[src/rtl/dcd_pkg.sv]
`timescale 1ns/1ps
package dcd_pkg;
    typedef enum logic {
        ST_LOW  = 1'b0,
        ST_HIGH = 1'b1
    } dcd_state_e;
endpackage

[src/rtl/dcd_phase_fsm.sv]
`timescale 1ns/1ps
module dcd_phase_fsm
    import dcd_pkg::*;
#(
    parameter int CNT_W = 8
) (
    input  logic             clk,
    input  logic             rst_n,
    input  logic [CNT_W-1:0] hi_cnt,
    input  logic [CNT_W-1:0] lo_cnt,
    input  logic             odd_sel,
    output logic             phase_hi,
    output logic             last_hi,
    output logic             odd_mode
);
    localparam int CW = CNT_W + 1;
    localparam logic [CW-1:0] ONE = CW'(1);

    dcd_state_e    state_q, state_d;
    logic [CW-1:0] cnt_q, cnt_d;
    logic [CW-1:0] lo_len_q, lo_len_d;
    logic          odd_q, odd_d;

    // a zero count stands for the full 2**CNT_W cycles
    function automatic logic [CW-1:0] widen(input logic [CNT_W-1:0] v);
        return (v == '0) ? {1'b1, {CNT_W{1'b0}}} : {1'b0, v};
    endfunction

    // state register
    always_ff @(posedge clk or negedge rst_n) begin
        if (!rst_n) begin
            state_q  <= ST_LOW;
            cnt_q    <= ONE;
            lo_len_q <= ONE;
            odd_q    <= 1'b0;
        end else begin
            state_q  <= state_d;
            cnt_q    <= cnt_d;
            lo_len_q <= lo_len_d;
            odd_q    <= odd_d;
        end
    end

    // next state
    always_comb begin
        state_d  = state_q;
        cnt_d    = cnt_q - ONE;
        lo_len_d = lo_len_q;
        odd_d    = odd_q;
        unique case (state_q)
            ST_LOW: begin
                if (cnt_q == ONE) begin
                    state_d  = ST_HIGH;
                    cnt_d    = widen(hi_cnt);
                    lo_len_d = widen(lo_cnt);
                    odd_d    = odd_sel;
                end
            end
            ST_HIGH: begin
                if (cnt_q == ONE) begin
                    state_d = ST_LOW;
                    cnt_d   = lo_len_q;
                end
            end
        endcase
    end

    // outputs
    always_comb begin
        phase_hi = (state_q == ST_HIGH);
        last_hi  = (state_q == ST_HIGH) && (cnt_q == ONE);
        odd_mode = odd_q;
    end
endmodule

[src/rtl/dcd_half_trim.sv]
`timescale 1ns/1ps
module dcd_half_trim (
    input  logic clk,
    input  logic rst_n,
    input  logic last_hi,
    input  logic odd_mode,
    output logic cut
);
    always_ff @(negedge clk or negedge rst_n) begin
        if (!rst_n) cut <= 1'b0;
        else        cut <= last_hi & odd_mode;
    end
endmodule

[src/rtl/dcd_out_sel.sv]
`timescale 1ns/1ps
module dcd_out_sel (
    input  logic clk,
    input  logic bypass,
    input  logic phase_hi,
    input  logic cut,
    output logic clk_out
);
    always_comb begin
        if (bypass) clk_out = clk;
        else        clk_out = phase_hi & ~cut;
    end
endmodule

[src/rtl/duty_clk_div.sv]
`timescale 1ns/1ps
module duty_clk_div #(
    parameter int CNT_W = 8
) (
    input  logic             clk_in,
    input  logic             rst_n,
    input  logic [CNT_W-1:0] hi_cnt,
    input  logic [CNT_W-1:0] lo_cnt,
    input  logic             bypass,
    input  logic             odd_sel,
    output logic             clk_out
);
    logic phase_hi;
    logic last_hi;
    logic odd_mode;
    logic cut;

    dcd_phase_fsm #(.CNT_W(CNT_W)) u_fsm (
        .clk      (clk_in),
        .rst_n    (rst_n),
        .hi_cnt   (hi_cnt),
        .lo_cnt   (lo_cnt),
        .odd_sel  (odd_sel),
        .phase_hi (phase_hi),
        .last_hi  (last_hi),
        .odd_mode (odd_mode)
    );

    dcd_half_trim u_trim (
        .clk      (clk_in),
        .rst_n    (rst_n),
        .last_hi  (last_hi),
        .odd_mode (odd_mode),
        .cut      (cut)
    );

    dcd_out_sel u_sel (
        .clk      (clk_in),
        .bypass   (bypass),
        .phase_hi (phase_hi),
        .cut      (cut),
        .clk_out  (clk_out)
    );
endmodule

[config.mk]
export PLATFORM = sky130hd
export DESIGN_NAME = duty_clk_div
export DESIGN_NICKNAME = d
export VERILOG_FILES = /design/src/rtl/dcd_pkg.sv /design/src/rtl/dcd_phase_fsm.sv /design/src/rtl/dcd_half_trim.sv /design/src/rtl/dcd_out_sel.sv /design/src/rtl/duty_clk_div.sv
export SDC_FILE = /design/constraint.sdc
export NUM_CORES = 1
export LEC_CHECK = 0
export ABC_AREA = 1
export BUFFER_PORTS_ARGS = -buffer_cell sky130_fd_sc_hd__buf_4
export CAP_MARGIN = 10
export CORE_MARGIN = 10
export CORE_UTILIZATION = 40
export DETAILED_ROUTE_END_ITERATION = 8
export GPL_TIMING_DRIVEN = 0
export PLACE_DENSITY_LB_ADDON = 0.2
export SETUP_SLACK_MARGIN = 0.2
export SLEW_MARGIN = 20
export SYNTH_ARGS = -nofsm -noshare
export SYNTH_HDL_FRONTEND = slang
export SYNTH_SLANG_ARGS = --single-unit
[constraint.sdc]
create_clock -name clk_in -period 1.9 [get_ports clk_in]
set_clock_uncertainty 0.1 [all_clocks]
set_input_delay 0.19 -clock clk_in [delete_from_list [all_inputs] [get_ports clk_in]]
set_output_delay 0.19 -clock clk_in [all_outputs]
set_load 0.01 [all_outputs]
# --- Yosys cells after proc, flatten, opt, wreduce, memory -nomap -nowiden ---
# Index checks and enable logic that the tools add are counted.
word_totals:
  reg_bits: 21
  latchBits: 0
  ram_bits: 0
  mem_bits_ro: 0
  elab_cells: 24
  mem_count: 0
op_classes:
  add_sub_neg: 1
  mul: 0
  div_mod_pow: 0
  magnitude_cmp: 0
  eq_ne: 1
  shift: 0
  mux: 9
  bitwise_logic: 4
  n_reduce_logical: 4
op_table:
  columns: ["op", "n"]
  rows:
  - ["9-bit two-way mux", 4]
  - ["9-bit one-hot mux with 2 select lines", 1]
  - ["8-bit logical NOT", 2]
  - ["9-bit by 1-bit == test with 1-bit output, second input constant", 1]
  - ["9-bit by 1-bit subtractor with 9-bit output, second input constant", 1]
  - ["1-bit two-way mux", 3]
  - ["1-bit AND", 2]
  - ["1-bit NOT", 2]
  - ["1-bit one-hot mux with 2 select lines", 1]
  - ["2-bit AND reduction", 1]
  - ["1-bit logical AND", 1]

# --- Logic depth before layout (Yosys ltp) ---
# Gate-level depths: netlist of run 1.
depth:
  ltp_word: 4
  mapped_depth: 9
  depth_no_buf: 9

# --- Cells and area by module ---
# From an unflattened synthesis of run 1, not the netlist that was laid out.
unflattened:
  cells_unflattened: 160
  area_unflattened_um2: 1243.7
modules_own_cells:
  columns: ["module", "n_inst", "cells_each", "area_per_inst_um2", "seq_area_each_um2"]
  rows:
  - ["dcd_phase_fsm", 1, 152, 1191.1, 503.0]
  - ["dcd_half_trim", 1, 3, 32.5, 25.0]
  - ["dcd_out_sel", 1, 5, 20.0, 0.0]

==> results of run 1 <==
## state kept, by name, indices dropped and copies added (netlist names)
signal,flops
u_fsm.cnt_q,9
u_fsm.odd_mode,1
u_fsm.lo_len_q,9
u_fsm.phase_hi,1
u_trim.cut,1
## worst paths after layout
kind,from,to,slack (ns),cells after the start
max in group asynchronous,rst_n,u_trim.cut$_DFF_NN0_,0.54,2
worst min register to register,u_fsm.lo_len_q[0]$_DFFE_PN1P_,u_fsm.lo_len_q[0]$_DFFE_PN1P_,0.37,2
worst max-delay path,u_trim.cut$_DFF_NN0_,clk_out,-0.51,2
worst min-delay path,hi_cnt[0],u_fsm.cnt_q[0]$_DFF_PN1_,0.03,5
min in group asynchronous,rst_n,u_fsm.cnt_q[8]$_DFF_PN0_,0.09,2
worst max register to register,u_fsm.cnt_q[1]$_DFF_PN0_,u_trim.cut$_DFF_NN0_,-0.32,9
## metal layers
layer	routed length, µm	vias to the layer above	global-route usage
met4	40	0	0.0777
met1	1200	544	0.122
li1	-	598	-
met5	0	-	0
met3	94	4	0.0434
met2	1750	13	0.219
## layout by cell type, fill, tap and decap left out, types with 2 or more instances in the layout
master and count:
nand4_1 2, nand2_1 59, clkbuf_4 6, buf_6 4
inv_2 4, dfrtp_1 18, dlygate4sd3_1 10, buf_4 24
o21ai_0 11, nand2_4 2, dfstp_2 2, nor2_4 2
nand3_1 7, xor2_1 2, inv_1 18, ha_4 2
o21ai_1 4, o21ai_2 2, nor2_1 22
## stage by stage
step	total power, mW	worst slack (ns)
after floorplan	0.500	-0.305
after global placement	0.560	-0.362
after detailed placement	0.561	-0.384
after CTS	0.912	-0.539
after global routing	0.949	-0.552
final	0.894	-0.512
## where the power goes
part | internal (mW) | leakage, nW | switching, mW | total (mW)
registers | 0.447 | 0.215 | 0 | 0.447
clock network | 0.184 | 0.0450 | 0.190 | 0.374
logic | 0.0431 | 0.607 | 0.0298 | 0.0729
## critical path: cells and delay by family (launching register included)
family / cells / cell delay [ns]
flip-flops: 1 / 0.38
AO/OA/AOI/OAI: 1 / 0.24
buffers and inverters: 1 / 0.13
## repair_timing
action,4_1_cts,5_1_grt
hold buffers,10,0
endpoints found under the hold margin,30,0
endpoints found under the setup margin,4,10
buffers inserted,4,0
gates cloned,0,1
gates resized for setup,3,3
pin swaps,2,2
## cells by family after synthesis
family                   Yosys count
AND/OR/NAND/NOR                   97
adder cells (fa/ha/maj)            3
AO/OA/AOI/OAI                     19
flip-flops                        21
buffers and inverters             26
XOR/XNOR                           2
## layout make-up
cell class,instances,area share
Buffer,3,0.0182
Clock inverter,1,0.00303
Multi-Input combinational cell,121,0.373
Inverter,23,0.0554
Clock buffer,7,0.0341
Tap cell,31,0.0235
Sequential cell,21,0.320
Timing Repair Buffer,34,0.172
==> impl_metrics.py, run 1 <==
metrics = {
    "placed_design": {
        "hpwlAfterDp_um": 2180,
        "place_congestion": 0.831,
        "port_buffers": 20,
        "place_area_mm2": 0.00144,
        "dp.cells": 219,
    },
    "finish": {
        "seqCellArea_um2": 528,
        "area_delta_synth_final_pct": 36.2,
        "fin_cells": 241,
        "antenna_cells": 0,
        "num-nets-final": 234,
        "stdcell_area_mm2": 0.00165,
        "multi_input_area_um2": 616,
        "drive_gt1_frac": 0.252,
        "fill_cells": 271,
        "fin_util": 0.583,
    },
    "logic_synthesis": {
        "synth-compound-area-share": 0.0868,
        "ys_ff_latch": 21,
        "yosysMostFrequentCell": "nand2_1",
        "ys_top_cells_by_count": "nand2_1, nor2_1, inv_1, dfrtp_1, o21ai_0",
        "yosys.area_share.simple": 0.336,
        "synth_adder_area_share": 0.0310,
        "yosys-top-cells-area": "dfrtp_1, nand2_1, nor2_1, inv_1, o21ai_0",
        "synth_top_area_share": 0.372,
        "yosysWarnings": 0,
        "avgSynthCellArea_um2": 7.21,
        "ys_types": 22,
        "synthXorXnorAreaFrac": 0.0145,
        "synth_edf_count": 0,
        "postSynth.asyncResetShare": 1.00,
        "syn-cell-area_mm2": 0.00121,
        "synth_fp_nets": 191,
        "syn_inst": 168,
        "synthMuxAreaShare": 0,
        "synth_top_cell_by_area": "dfrtp_1",
        "synth_ff_type": "dfrtp_1",
        "seq_area_frac_synth": 0.436,
        "synth_top_family_by_area": "simple AND/OR/NAND/NOR gates",
    },
    "floorplanning": {
        "fp.coreArea_mm2": 0.00283,
        "io_pins": 21,
        "fp-row-count": 19,
        "dieArea_mm2": 0.00563,
        "die_y_um": 75.0,
        "start_util": 0.428,
        "dieWidth_um": 75.0,
    },
    "sta": {
        "worst_slack_ns": -0.512,
        "holdWs_ns": 0.0282,
        "max_slew.worst_pin.slew_ns": 0.269,
        "rsz0062_at_grt": "yes",
        "finalSetupViolations": 3,
        "slew_viol_final": 0,
        "setup_tns_ns": -0.831,
        "hold_viol": 0,
        "relSlewSlack": 0.820,
    },
    "setup_path": {
        "cp-end-kind": "output pin",
        "slowest_delay_ns": 0.38,
        "crit_path_max_fanout": 1,
        "cp_cell_sequence": "o31ai_4 -> buf_6",
        "start_kind": "flip-flop",
        "worstSetupPathType": "reg -> out",
        "arrival_ns": 2.12,
        "crit_required_ns": 1.61,
        "crit_slowest_cell": "dfrtn_1",
    },
    "power_and_ir_drop": {
        "irDropWorstVdd_mv": 0.388,
        "power.density_mw_per_mm2": 542,
        "p_leak_nw": 0.866,
    },
    "routing": {
        "via_per_inst": 4.81,
        "wl_per_cell_um": 12.8,
        "drc": 0,
        "wl_um": 3090,
        "first_iter_violations": 37,
        "first_pass_iters": 4,
        "num_vias": 1159,
        "antenna_left": 0,
    },
    "cts": {
        "insertion_delay_ns": 0.42,
        "clk_pin_slew_worst_paths_ns": 0.11,
        "cts_tree": "built",
    },
    "global_routing": {
        "gr-usage-all-layers": 0.124,
        "grt_pass1_wl_um": 5250,
        "antenna_found_initial": 0,
        "overflow": 0,
        "grt_start_max_net_pins": 22,
        "grt_pass1_vias": 1220,
    },
    "outcome": {
        "violations": "negative setup slack",
        "status": "finished, violations left",
    },
    "min_path": {
        "hold_class": "in -> reg",
    },
    "run": {
        "cap_violations": 0,
    },
}
(Power assumes the default switching activity.)
==> run 2: changes to the inputs <==
--- a/config.mk
+++ b/config.mk
@@ -11,7 +11,6 @@
 export CORE_MARGIN = 10
 export CORE_UTILIZATION = 40
 export DETAILED_ROUTE_END_ITERATION = 8
-export GPL_TIMING_DRIVEN = 0
 export PLACE_DENSITY_LB_ADDON = 0.2
 export SETUP_SLACK_MARGIN = 0.2
 export SLEW_MARGIN = 20
==> impl_metrics.py, run 2 (synthesis gave the netlist of run 1 again) <==
metrics = {
    "cts": {
        "insertion_delay_ns": 0.42,
        "cts_tree": "built",
        "clk_pin_slew_worst_paths_ns": 0.11,
    },
    "setup_path": {
        "crit_path_max_fanout": 1,
        "start_kind": "flip-flop",
        "cp-end-kind": "output pin",
        "arrival_ns": 2.10,
        "worstSetupPathType": "reg -> out",
        "crit_required_ns": 1.61,
    },
    "floorplanning": {
        "start_util": 0.428,
        "fp.coreArea_mm2": 0.00283,
        "io_pins": 21,
        "dieWidth_um": 75.0,
        "fp-row-count": 19,
        "dieArea_mm2": 0.00563,
        "die_y_um": 75.0,
    },
    "sta": {
        "setup_tns_ns": -0.779,
        "max_slew.worst_pin.slew_ns": 0.267,
        "worst_slack_ns": -0.487,
        "relSlewSlack": 0.822,
        "rsz0062_at_grt": "yes",
        "finalSetupViolations": 3,
        "hold_viol": 0,
        "slew_viol_final": 0,
    },
    "finish": {
        "seqCellArea_um2": 528,
        "reg.largest.list": "u_fsm.cnt_q: 9 flops, u_fsm.lo_len_q: 9 flops",
        "area_delta_synth_final_pct": 45.7,
        "num-nets-final": 246,
        "layout_common_cells": "nand2_1, buf_4, nor2_1",
        "drive_gt1_frac": 0.311,
        "fill_cells": 259,
        "multi_input_area_um2": 652,
        "antenna_cells": 0,
        "final_common_cell": "nand2_1",
    },
    "routing": {
        "first_pass_iters": 4,
        "first_iter_violations": 41,
        "drc": 0,
        "wl_per_cell_um": 13.1,
        "via_per_inst": 4.83,
        "wl_um": 3320,
        "num_vias": 1223,
        "antenna_left": 0,
    },
    "global_routing": {
        "grt_pass1_vias": 1328,
        "gr-usage-all-layers": 0.133,
        "grt_pass1_wl_um": 5550,
        "overflow": 0,
        "grt_start_max_net_pins": 21,
        "antenna_found_initial": 0,
    },
    "power_and_ir_drop": {
        "power.density_mw_per_mm2": 505,
        "irDropWorstVdd_mv": 0.429,
        "total_power_uw": 891,
        "p_leak_nw": 0.924,
    },
    "min_path": {
        "hold_class": "in -> reg",
    },
    "run": {
        "cap_violations": 0,
    },
    "placed_design": {
        "place_congestion": 0.779,
        "port_buffers": 20,
        "hpwlAfterDp_um": 2340,
    },
    "outcome": {
        "violations": "negative setup slack",
        "status": "finished, violations left",
    },
}
[run 2: changes by cell type in the layout (fill, tap and decap cells not counted), moves of 2 or more]
cell / previous run / this run
buf_4: 24 / 36
inv_4: 0 / 2
nand2_1: 59 / 57
nand2_2: 1 / 3
nor2_4: 2 / 4
[run 2: stage by stage]
| stage | util | hold slack, ns | worst slack, ns | cell area (µm²) | instances |
|---|---|---|---|---|---|
| detailed placement | 0.534 | 0.107 | -0.290 | 1510 | 229 |
| global route | 0.624 | 0.00629 | -0.540 | 1760 | 253 |
| finish | 0.624 | 0.00773 | -0.487 | 1760 | 253 |
| global placement | 0.534 | 0.103 | -0.264 | 1510 | 229 |
| CTS | 0.602 | 0.00328 | -0.508 | 1700 | 250 |
| floorplan | - | -0.206 | -0.305 | 1250 | 168 |
[run 2: path summary, 6_finish.rpt]
path,from,end,slack [ns],depth (start not counted)
min reg2reg,u_fsm.lo_len_q[0]$_DFFE_PN1P_,u_fsm.lo_len_q[0]$_DFFE_PN1P_,0.37,2
max in group asynchronous,rst_n,u_trim.cut$_DFF_NN0_,0.76,2
max reg2reg,u_fsm.cnt_q[1]$_DFF_PN0_,u_trim.cut$_DFF_NN0_,-0.29,9
min,hi_cnt[0],u_fsm.cnt_q[0]$_DFF_PN1_,0.008,5
min in group asynchronous,rst_n,u_fsm.lo_len_q[8]$_DFFE_PN0P_,0.20,3
max,u_trim.cut$_DFF_NN0_,clk_out,-0.49,2
[run 2: critical path, cell delays in order (launching register included)]
cell and delay [ns]:
dfrtn_1 0.37, o31ai_4 0.22, buf_6 0.13
[run 2: metal layers]
| metal | vias up | part of all wire | global-route usage |
|---|---|---|---|
| li1 | 625 | - | - |
| met1 | 563 | 0.39 | 0.123 |
| met2 | 24 | 0.55 | 0.242 |
| met3 | 11 | 0.040 | 0.0499 |
| met4 | 0 | 0.026 | 0.0798 |
| met5 | - | 0 | 0 |
[run 2: cell type report]
type / instances / area share
multi-input cells: 122 / 0.370
flip-flops and latches: 21 / 0.299
repair buffers: 48 / 0.223
clock buffers: 7 / 0.0319
well taps: 31 / 0.0220
inverters: 23 / 0.0518
clock inverters: 1 / 0.00284
[run 2: what timing repair did]
action,in CTS,in global routing
cloned,0,1
endpoints found under the hold margin,30,0
setup buffers,4,2
endpoints found under the setup margin,4,16
resized for setup,3,11
hold buffers,10,0
pin swaps,2,3
[run 2: report_power, final]
part,internal [mW],switching [mW]
logic,0.0444,0.0311
clock network,0.184,0.185
registers,0.447,0
==> run 3: changes to the inputs <==
--- a/config.mk
+++ b/config.mk
@@ -17,3 +17,4 @@
 export SYNTH_ARGS = -nofsm -noshare
 export SYNTH_HDL_FRONTEND = slang
 export SYNTH_SLANG_ARGS = --single-unit
+export TNS_END_PERCENT = 1
==> impl_metrics.py, run 3 (synthesis gave the netlist of run 1 again) <==
metrics = {
    "outcome": {
        "status": "finished, violations left",
        "violations": "negative setup slack",
    },
    "min_path": {
        "hold_class": "in -> reg",
        "hp-start": "hi_cnt[3]",
    },
    "routing": {
        "wl_um": 2960,
        "first_pass_iters": 4,
        "first_iter_violations": 60,
        "drc": 0,
        "num_vias": 1183,
        "antenna_left": 0,
        "via_per_inst": 4.83,
        "wl_per_cell_um": 12.1,
    },
    "finish": {
        "reg.largest.list": "u_fsm.cnt_q: 9 flops, u_fsm.lo_len_q: 9 flops",
        "area_delta_synth_final_pct": 38.3,
        "drive_gt1_frac": 0.290,
        "num-nets-final": 238,
        "layout_common_cells": "nand2_1, buf_4, nor2_1",
        "antenna_cells": 0,
        "final_common_cell": "nand2_1",
        "fin_cells": 245,
    },
    "floorplanning": {
        "fp.coreArea_mm2": 0.00283,
        "dieWidth_um": 75.0,
        "io_pins": 21,
        "dieArea_mm2": 0.00563,
        "fp-row-count": 19,
        "die_y_um": 75.0,
        "start_util": 0.428,
    },
    "setup_path": {
        "r2r_slack_ns": -0.29,
        "rr_endpoint": "u_trim.cut$_DFF_NN0_",
        "crit_start": "u_trim.cut$_DFF_NN0_",
        "path_buf_inv": 1,
        "path_depth": 2,
        "crit_path_max_fanout": 1,
        "crit_required_ns": 1.61,
        "cp-end-kind": "output pin",
        "start_kind": "flip-flop",
        "arrival_ns": 2.07,
        "slowest_delay_ns": 0.36,
        "cp_cell_sequence": "o31ai_2 -> buf_4",
        "path_delay_family": "flip-flops",
        "crit_slowest_cell": "dfrtn_1",
        "worst-r2r-cell-count": 9,
        "r2r_start": "u_fsm.cnt_q[1]$_DFF_PN0_",
        "worstSetupEndpoint": "clk_out",
        "worstSetupPathType": "reg -> out",
    },
    "cts": {
        "clk_pin_slew_worst_paths_ns": 0.12,
        "cts_tree": "built",
        "insertion_delay_ns": 0.42,
    },
    "sta": {
        "slew_viol_final": 0,
        "hold_viol": 0,
        "worst_slack_ns": -0.458,
        "relSlewSlack": 0.809,
        "finalSetupViolations": 3,
        "rsz0062_at_grt": "yes",
        "max_slew.worst_pin.slew_ns": 0.285,
    },
    "global_routing": {
        "grt_pass1_wl_um": 5480,
        "grt_pass1_vias": 1282,
        "antenna_found_initial": 0,
        "gr-usage-all-layers": 0.126,
        "overflow": 0,
        "grt_start_max_net_pins": 22,
    },
    "run": {
        "cap_violations": 0,
    },
    "power_and_ir_drop": {
        "p_leak_nw": 0.878,
        "power.density_mw_per_mm2": 516,
        "irDropWorstVdd_mv": 0.344,
        "total_power_uw": 865,
    },
    "placed_design": {
        "dp.cells": 228,
        "hpwlAfterDp_um": 2260,
        "port_buffers": 20,
        "place_congestion": 0.789,
        "pre_cts_slack_ns": -0.309,
    },
}
run 3: repair_timing:
item,in CTS,in global routing
endpoints found under the hold margin,30,0
hold buffers,10,0
gates resized for setup,5,8
endpoints found under the setup margin,4,14
pin swaps,3,6
buffers inserted,0,0
run 3: how the worst min path moves through the flow:
stage / to / depth (start not counted) / slack, ns
global route: u_fsm.cnt_q[1]$_DFF_PN0_ / 5 / 0.04
finish: u_fsm.cnt_q[3]$_DFF_PN0_ / 5 / 0.03
CTS: u_fsm.cnt_q[1]$_DFF_PN0_ / 5 / 0.02
floorplan: u_fsm.cnt_q[1]$_DFF_PN0_ / 0 / -0.21
global placement: u_fsm.odd_mode$_DFFE_PN0P_ / 1 / -0.01
detailed placement: u_fsm.phase_hi$_DFF_PN0_ / 1 / -0.01
run 3: final cells by class:
class	instances	area [µm²]
clock buffers	8	56.3
fillers	256	1150
inverters	23	96.3
multi-input cells	121	619
flip-flops and latches	21	528
well taps	31	38.8
repair buffers	41	337
run 3: routing by layer:
metal / wire length [µm] / share of wire / GRT usage
met5: 0 / 0 / 0
met4: 66 / 0.022 / 0.0756
met3: 132 / 0.045 / 0.0473
met2: 1540 / 0.52 / 0.216
met1: 1220 / 0.41 / 0.130
run 3: power by group:
part	switching, mW	internal (mW)
clock network	0.172	0.174
registers	0	0.447
logic	0.0289	0.0431
total	0.201	0.664
run 3: metrics by stage:
step                instance area [µm²]  hold slack (ns)  setup TNS, ns  utilization
floorplan                          1240           -0.206         -0.326            -
global placement                   1490          -0.0141         -0.280        0.527
detailed placement                 1490          -0.0117         -0.351        0.527
CTS                                1660           0.0175         -0.840        0.585
global route                       1680           0.0363         -0.859        0.592
finish                             1680           0.0338         -0.745        0.592
run 3: worst min-delay path: stages:
cell and delay [ns]:
buf_4 0.08, nand2_1 0.04, o21ai_0 0.06, nand2_1 0.08, nand2_1 0.07
